## src/rtl/lock_det_pkg.sv

```systemverilog
package lock_det_pkg;
  // bits needed to hold values 0..max_val
  function automatic int bits_for(input int max_val);
    return (max_val < 2) ? 1 : $clog2(max_val + 1);
  endfunction
endpackage

```

## src/rtl/bit_sync.sv

```systemverilog
module bit_sync #(
  parameter int WIDTH  = 2,
  parameter int STAGES = 2
) (
  input  logic             clk_i,
  input  logic             rst_ni,
  input  logic [WIDTH-1:0] d_i,
  output logic [WIDTH-1:0] q_o
);
  logic [STAGES-1:0][WIDTH-1:0] stage_q;

  for (genvar s = 0; s < STAGES; s++) begin : g_stage
    if (s == 0) begin : g_first
      always_ff @(posedge clk_i or negedge rst_ni)
        if (!rst_ni) stage_q[s] <= '0;
        else         stage_q[s] <= d_i;
    end else begin : g_next
      always_ff @(posedge clk_i or negedge rst_ni)
        if (!rst_ni) stage_q[s] <= '0;
        else         stage_q[s] <= stage_q[s-1];
    end
  end

  assign q_o = stage_q[STAGES-1];
endmodule

```

## src/rtl/phase_err_meter.sv

```systemverilog
module phase_err_meter #(
  parameter int CNT_MAX = 8,
  localparam int CNT_W  = lock_det_pkg::bits_for(CNT_MAX)
) (
  input  logic             clk_i,
  input  logic             rst_ni,
  input  logic             up_i,
  input  logic             dn_i,
  output logic             meas_vld_o,
  output logic [CNT_W-1:0] meas_err_o
);
  localparam logic [CNT_W-1:0] CNT_LIM = CNT_W'(CNT_MAX);

  logic             busy_q;
  logic [CNT_W-1:0] cnt_q;
  logic             any_hi, one_hi;

  assign any_hi = up_i | dn_i;
  assign one_hi = up_i ^ dn_i;

  always_ff @(posedge clk_i or negedge rst_ni) begin
    if (!rst_ni) begin
      busy_q <= 1'b0;
      cnt_q  <= '0;
    end else begin
      busy_q <= any_hi;
      if (busy_q && !any_hi)           cnt_q <= '0;
      else if (one_hi && cnt_q != CNT_LIM) cnt_q <= cnt_q + 1'b1; // saturate
    end
  end

  assign meas_vld_o = busy_q & ~any_hi;
  assign meas_err_o = cnt_q;


  err_counts_chk: assert property (@(posedge clk_i) disable iff (!rst_ni)
    (one_hi && cnt_q != CNT_LIM) |=> (cnt_q == $past(cnt_q) + 1'b1));


  both_hi_chk: assert property (@(posedge clk_i) disable iff (!rst_ni)
    (up_i && dn_i) |=> $stable(cnt_q));
endmodule

```

## src/rtl/lock_hyst_fsm.sv

```systemverilog
module lock_hyst_fsm #(
  parameter int LOCK_TH   = 4,
  parameter int UNLOCK_TH = 7,
  parameter int RUN_LEN   = 3,
  parameter int CNT_W     = 4,
  localparam int GOOD_W   = lock_det_pkg::bits_for(RUN_LEN)
) (
  input  logic             clk_i,
  input  logic             rst_ni,
  input  logic             meas_vld_i,
  input  logic [CNT_W-1:0] meas_err_i,
  output logic             lock_o
);
  localparam logic [CNT_W-1:0]  LOCK_V   = CNT_W'(LOCK_TH);
  localparam logic [CNT_W-1:0]  UNLOCK_V = CNT_W'(UNLOCK_TH);
  localparam logic [GOOD_W-1:0] LAST_V   = GOOD_W'(RUN_LEN - 1);

  logic              lock_q;
  logic [GOOD_W-1:0] good_q;
  logic              is_good, is_bad;

  assign is_good = meas_err_i < LOCK_V;
  assign is_bad  = meas_err_i > UNLOCK_V;

  always_ff @(posedge clk_i or negedge rst_ni) begin
    if (!rst_ni) begin
      lock_q <= 1'b0;
      good_q <= '0;
    end else if (meas_vld_i) begin
      if (lock_q) begin
        if (is_bad) begin
          lock_q <= 1'b0;
          good_q <= '0;
        end
      end else if (!is_good) begin
        good_q <= '0;
      end else if (good_q == LAST_V) begin
        lock_q <= 1'b1;
        good_q <= '0;
      end else begin
        good_q <= good_q + 1'b1;
      end
    end
  end

  assign lock_o = lock_q;


  lock_rise_chk: assert property (@(posedge clk_i) disable iff (!rst_ni)
    $rose(lock_q) |-> $past(meas_vld_i && meas_err_i < LOCK_V));


  run_clear_chk: assert property (@(posedge clk_i) disable iff (!rst_ni)
    (!lock_q && meas_vld_i && meas_err_i >= LOCK_V) |=> (good_q == '0 && !lock_q));


  hold_lock_chk: assert property (@(posedge clk_i) disable iff (!rst_ni)
    (lock_q && !(meas_vld_i && meas_err_i > UNLOCK_V)) |=> lock_q);


  lock_fall_chk: assert property (@(posedge clk_i) disable iff (!rst_ni)
    $fell(lock_q) |-> $past(meas_vld_i && meas_err_i > UNLOCK_V));


  relock_empty_chk: assert property (@(posedge clk_i) disable iff (!rst_ni)
    $fell(lock_q) |-> (good_q == '0));
endmodule

```

## src/rtl/lock_detect_hyst.sv

```systemverilog
module lock_detect_hyst #(
  parameter int LOCK_TH   = 4,
  parameter int UNLOCK_TH = 7,
  parameter int RUN_LEN   = 3
) (
  input  logic clk_i,
  input  logic rst_ni,
  input  logic up_i,
  input  logic dn_i,
  output logic lock_o
);
  localparam int CNT_MAX = UNLOCK_TH + 1;
  localparam int CNT_W   = lock_det_pkg::bits_for(CNT_MAX);

  logic [1:0]       pd_s;
  logic             meas_vld;
  logic [CNT_W-1:0] meas_err;

  initial begin
    th_order_chk: assert (LOCK_TH < UNLOCK_TH && RUN_LEN >= 1);
  end

  bit_sync #(.WIDTH(2), .STAGES(2)) i_sync (
    .clk_i (clk_i),
    .rst_ni(rst_ni),
    .d_i   ({up_i, dn_i}),
    .q_o   (pd_s)
  );

  phase_err_meter #(.CNT_MAX(CNT_MAX)) i_meter (
    .clk_i     (clk_i),
    .rst_ni    (rst_ni),
    .up_i      (pd_s[1]),
    .dn_i      (pd_s[0]),
    .meas_vld_o(meas_vld),
    .meas_err_o(meas_err)
  );

  lock_hyst_fsm #(
    .LOCK_TH  (LOCK_TH),
    .UNLOCK_TH(UNLOCK_TH),
    .RUN_LEN  (RUN_LEN),
    .CNT_W    (CNT_W)
  ) i_fsm (
    .clk_i     (clk_i),
    .rst_ni    (rst_ni),
    .meas_vld_i(meas_vld),
    .meas_err_i(meas_err),
    .lock_o    (lock_o)
  );
endmodule

```

## config.mk

```make
export PLATFORM = sky130hd
export DESIGN_NAME = lock_detect_hyst
export DESIGN_NICKNAME = d
export VERILOG_FILES = /design/src/rtl/lock_det_pkg.sv /design/src/rtl/bit_sync.sv /design/src/rtl/phase_err_meter.sv /design/src/rtl/lock_hyst_fsm.sv /design/src/rtl/lock_detect_hyst.sv
export SDC_FILE = /design/constraint.sdc
export NUM_CORES = 1
export LEC_CHECK = 0
export BUFFER_PORTS_ARGS = -buffer_cell sky130_fd_sc_hd__buf_2
export CORE_AREA = 5 5 42 44
export DETAILED_ROUTE_END_ITERATION = 12
export DIE_AREA = 0 0 47 49
export GPL_TIMING_DRIVEN = 0
export PLACE_DENSITY = 0.59
export SLEW_MARGIN = 20
export SYNTH_ARGS = -nofsm -noshare
export SYNTH_HDL_FRONTEND = slang
export SYNTH_SLANG_ARGS = --single-unit
export TNS_END_PERCENT = 1
```

## constraint.sdc

```tcl
create_clock -name clk_i -period 1.2 [get_ports clk_i]
set_input_delay 0.24 -clock clk_i [delete_from_list [all_inputs] [get_ports clk_i]]
set_output_delay 0.24 -clock clk_i [all_outputs]
set_load 0.005 [all_outputs]
```

# Word-level counts from Yosys, hierarchy flattened
# Cells that the tools add are included.
# totals
ff_bits	12
input_bits	4
output_inout_bits	1
wordCells	32
# op_classes
addsub	2
order_cmp	2
eq_ne	3
n_mux	10
bitwise	4
n_reduce_logical	5
# ops
operator	n
two-way mux 2 bit	4
two-way mux 4 bit	2
adder 4 x 1 -> 4 bit, second input constant	1
> comparator 4 x 3 -> 1 bit, second input constant	1
less-than comparator 4 x 3 -> 1 bit, second input constant	1
two-way mux 1 bit	4
!= test 4 bit, second input constant	1
adder 2 x 1 -> 2 bit, second input constant	1
equality test 2 bit, second input constant	1
logical AND 1 bit	2
!= test 2 bit, second input constant	1
AND reduction 2 bit	1
nonzero test 2 bit	1
bitwise AND 1 bit	1
zero test 1 bit	1
inverter 1 bit	1
bitwise OR 1 bit	1
XOR 1 bit	1

# Depth between registers and ports, before layout
# depth
word_depth	4
mapped_depth	5
mapped_depth_nobuf	5

# Hierarchy
# A second synthesis with hierarchy kept.
# unflattened
hier_cells	51
hier_area_um2	540.5
# modules_own_cells
module	instances	cells_per_inst	area_each_um2	seq_area_each_um2
phase_err_meter	1	30	277.8	125.1
lock_hyst_fsm	1	15	147.6	75.1
bit_sync	1	6	115.1	100.1

# Worst setup path after synthesis
# No wires, ideal clock.
# synth_timing
kind	reg-to-reg
startpoint	reg i_sync.stage_q, in the netlist i_sync.q_o[0]
endpoint	reg i_fsm.good_q[1]
setup_time_ns	0.074
arrival_time_ns	1.125
setup_slack_ns	0.001
stages_incl_launch_ff	6
path_buffers	0
synth_period_minus_slack_ns	1.199
cell_sequence	dfrtp_1 -> inv_1 -> ha_1 -> nand2_1 -> o31a_1 -> o21ai_2
# synth_between
elab_chain_cells	4
# synth_rtl
element	line_no	text
from (decl)	bit_sync.sv:10	logic [STAGES-1:0][WIDTH-1:0] stage_q;
from (signal, indexed assignment)	bit_sync.sv:20	else stage_q[s] <= stage_q[s-1];
bitwise OR 1 bit	phase_err_meter.sv:18	assign any_hi = up_i | dn_i;
inverter 1 bit	phase_err_meter.sv:32	assign meas_vld_o = busy_q & ~any_hi;
bitwise AND 1 bit	phase_err_meter.sv:32	
AND reduction 2 bit (no source line)	-	
to (signal assigned)	lock_hyst_fsm.sv:41	good_q <= good_q + 1'b1;
to (decl)	lock_hyst_fsm.sv:19	logic [GOOD_W-1:0] good_q;
# Every way passes these cells.
# A chain may end at the register's enable or synchronous reset.

# Worst setup path after layout
# layout_timing
startpoint	reg i_meter.cnt_q[1], in the netlist i_meter.meas_err_o[1]
endpoint	reg i_meter.cnt_q[1], in the netlist i_meter.meas_err_o[1]
# layout_between
elab_chain_cells	3
elab_cells_between_ends	6
cone_classes	1 x add/sub; 1 x eq/ne; 2 x mux; 2 x reduce/logical
# layout_rtl
element	line_no	text
from (decl)	phase_err_meter.sv:15	logic [CNT_W-1:0] cnt_q;
from (signal assigned)	phase_err_meter.sv:28	else if (one_hi && cnt_q != CNT_LIM) cnt_q <= cnt_q + 1'b1;
adder 4 x 1 -> 4 bit or != test 4 bit (tied branches)	phase_err_meter.sv:28	
two-way mux 4 bit or logical AND 1 bit (tied branches)	phase_err_meter.sv:28	
two-way mux 4 bit or nonzero test 2 bit (tied branches)	-	
# Parallel ways exist; a longest one is shown, timed or not. The select of a mux whose other input is x is not followed.

==> flow_summary.ini <==
[clocking]
clk_latency_ps = 270
cts_inserted_buffers = 3
clockBufferDepth = 2
numClockSinks = 12
root_buffer = clkbuf_4
cts_tree = done
clk_pin_slew_ps = 70
h-tree-depth = 1

[final_layout]
final_area_um2 = 701
final_net_count = 71
utilization = 0.500
n_antenna_cell = 0
final_cell_mix = 12 x dfrtp_1, 6 x buf_4, 5 x nand2_1
final_common_cell = dfrtp_1
drive_gt1_frac = 0.381
finalNonFillerCells = 79
area_growth_pct = 31.5

[power_and_ir_drop]
power_leakage_nw = 0.327
clkPwrFrac = 0.220
seqPwrFrac = 0.419
p_int_mw = 0.980
p_sw_frac = 0.310
powerDensity_nw_per_um2 = 2030
p_sw_mw = 0.441
combPwrFrac = 0.361
power.total_mw = 1.42
ir_drop_mv = 0.827

[outcome]
status = complete, but fails checks
violations = setup timing

[worst_setup_path]
timing.rr.end = i_meter.meas_err_o[1]$_DFFE_PN0P_
path_class = reg2reg
required_ps = 1350
r2r_start = i_meter.meas_err_o[1]$_DFFE_PN0P_
start_kind = register
r2r_setup_slack_ps = -2
crit_fanout = 4
ff2ff_path_depth = 5
critPathArrivalTime_ps = 1350
end_kind = register

[synth]
synth-warning-count = 0
synth_cell_types = 21
synthCells = 48
synth-seq-area-share = 0.563
synth-seq-cells = 12
synth_fp_nets = 55
avgSynthCellArea_um2 = 11.1
syn_area_um2 = 533

[floorplanning]
die_area_um2 = 2300
pin_count = 5
coreArea_um2 = 1400
num_rows = 14
dieWidth_um = 47
die_h_um = 49
start_util = 0.380

[grt]
track_usage = 0.104
grt_max_degree = 13
grt_overflow = 0
grt_pass1_vias = 390
antenna_found_initial = 0
grt_pass1_wl_um = 1650

[min_path]
min_from = dn_i
whs_endpoint = i_sync.stage_q[0]$_DFF_PN0_
hold_depth = 1
min_path_type = in2reg

[detailed_routing]
drt-initial-drc-count = 5
avgViaCountPerCell = 5.01
wl_um = 966
wire_per_inst_um = 12.2
ant_nets = 0
dr.pass1.iters = 4
vias = 396
drc = 0

[timing]
min_period_ps = 1200
fmax_ghz = 0.832
worstMarginPinSlew_ps = 267
finalHoldViolCount = 0
rsz0062_at_grt = true
setup_violations = 1
fin_hold_ws_ps = 75.6
drv_slew = 0
fin_skew_ps = 1.31
fin_setup_tns_ps = -2.08
timing.final.ws_setup_ps = -2.08
slew_headroom = 0.822
fin_crit_sh = 1.00

[place]
dp_slack_ps = -138
place_congestion = 0.722
dp_hpwl_um = 603
place_area_um2 = 573
io_buffer_count = 4
place_inst = 68

[run]
maxCapViolCount = 0
-- synth_stat cells --
library cell,count,share of area
o211ai_1,2,0.028
nor2_1,1,0.0070
a31oi_1,1,0.012
o21ai_2,1,0.016
o31ai_1,2,0.028
a22oi_1,1,0.014
o21a_1,1,0.014
a211oi_1,1,0.014
o21ai_0,1,0.0094
and2_1,1,0.012
ha_1,3,0.070
or3b_1,1,0.016
a21oi_1,2,0.019
nand4_1,1,0.012
and3b_1,1,0.016
dfrtp_1,12,0.56
nand2_1,7,0.049
xor2_1,1,0.016
inv_1,6,0.042
and4bb_2,1,0.023
o31a_1,1,0.016
-- registers in the layout, summed over array words and instances, names as in the netlist --
signal / cells
i_fsm.good_q: 2
i_meter.busy_q: 1
i_fsm.lock_o: 1
i_sync.stage_q: 2
i_sync.q_o: 2
i_meter.meas_err_o: 4
-- cells by family (layout without fill, tap and decap cells) --
family / after synthesis / count (layout) / synth area share
adders and majority gates: 3 / 3 / 0.0704
AOI/OAI and AO/OA: 13 / 13 / 0.171
DFF: 12 / 12 / 0.563
xor gates and xnor gates: 1 / 1 / 0.0164
and+or+nand+nor: 13 / 13 / 0.136
buffers and inverters: 6 / 21 / 0.0423
-- power by group through the flow --
stage / logic, mW / clock network (mW) / registers (mW)
after CTS: 0.399 / 0.328 / 0.599
after global routing: 0.567 / 0.357 / 0.609
after global placement: 0.291 / 0 / 0.629
after detailed placement: 0.306 / 0 / 0.630
after floorplan: 0.238 / 0 / 0.605
final: 0.513 / 0.312 / 0.595
-- what timing repair did --
item                                   CTS  global route
setup endpoints to repair                5             7
gates resized for setup                  4             8
hold buffers                             1             0
pin swaps                                0             5
endpoints found under the hold margin   12             0
setup buffers                            3             3
-- cell type report --
| cell class | count | area (um^2) |
|---|---|---|
| clock buffer | 4 | 36.3 |
| fill | 137 | 701 |
| inverter | 6 | 22.5 |
| multi-input combinational | 30 | 246 |
| sequential | 12 | 300 |
| tap | 16 | 20.0 |
| timing repair buffer | 11 | 75.1 |
-- critical path: stages (launching register included) --
cell	delay (ps)
dfrtp_1	350
inv_1	70
ha_4	150
and3b_2	230
o211ai_1	180
o31ai_1	100
-- metal layers --
metal,GRT usage,share of wire
met1,0.120,0.42
met2,0.149,0.53
met3,0.0332,0.035
met4,0.0829,0.014
met5,0,0
-- how the worst max path moves through the flow --
stage	startpoint	to	slack, ps	cells after the start
floorplan	i_sync.q_o[0]$_DFF_PN0_	i_fsm.good_q[1]$_DFFE_PN0P_	0.7	5
global placement	i_sync.q_o[0]$_DFF_PN0_	i_fsm.good_q[1]$_DFFE_PN0P_	-100	5
detailed placement	i_sync.q_o[0]$_DFF_PN0_	i_fsm.good_q[1]$_DFFE_PN0P_	-140	5
CTS	i_fsm.lock_o$_DFFE_PN0P_	i_fsm.good_q[1]$_DFFE_PN0P_	-20	3
global route	i_meter.meas_err_o[0]$_DFFE_PN0P_	i_meter.meas_err_o[1]$_DFFE_PN0P_	-70	5
finish	i_meter.meas_err_o[1]$_DFFE_PN0P_	i_meter.meas_err_o[1]$_DFFE_PN0P_	-2	5
Note: power is estimated with default switching activity, not from simulation.
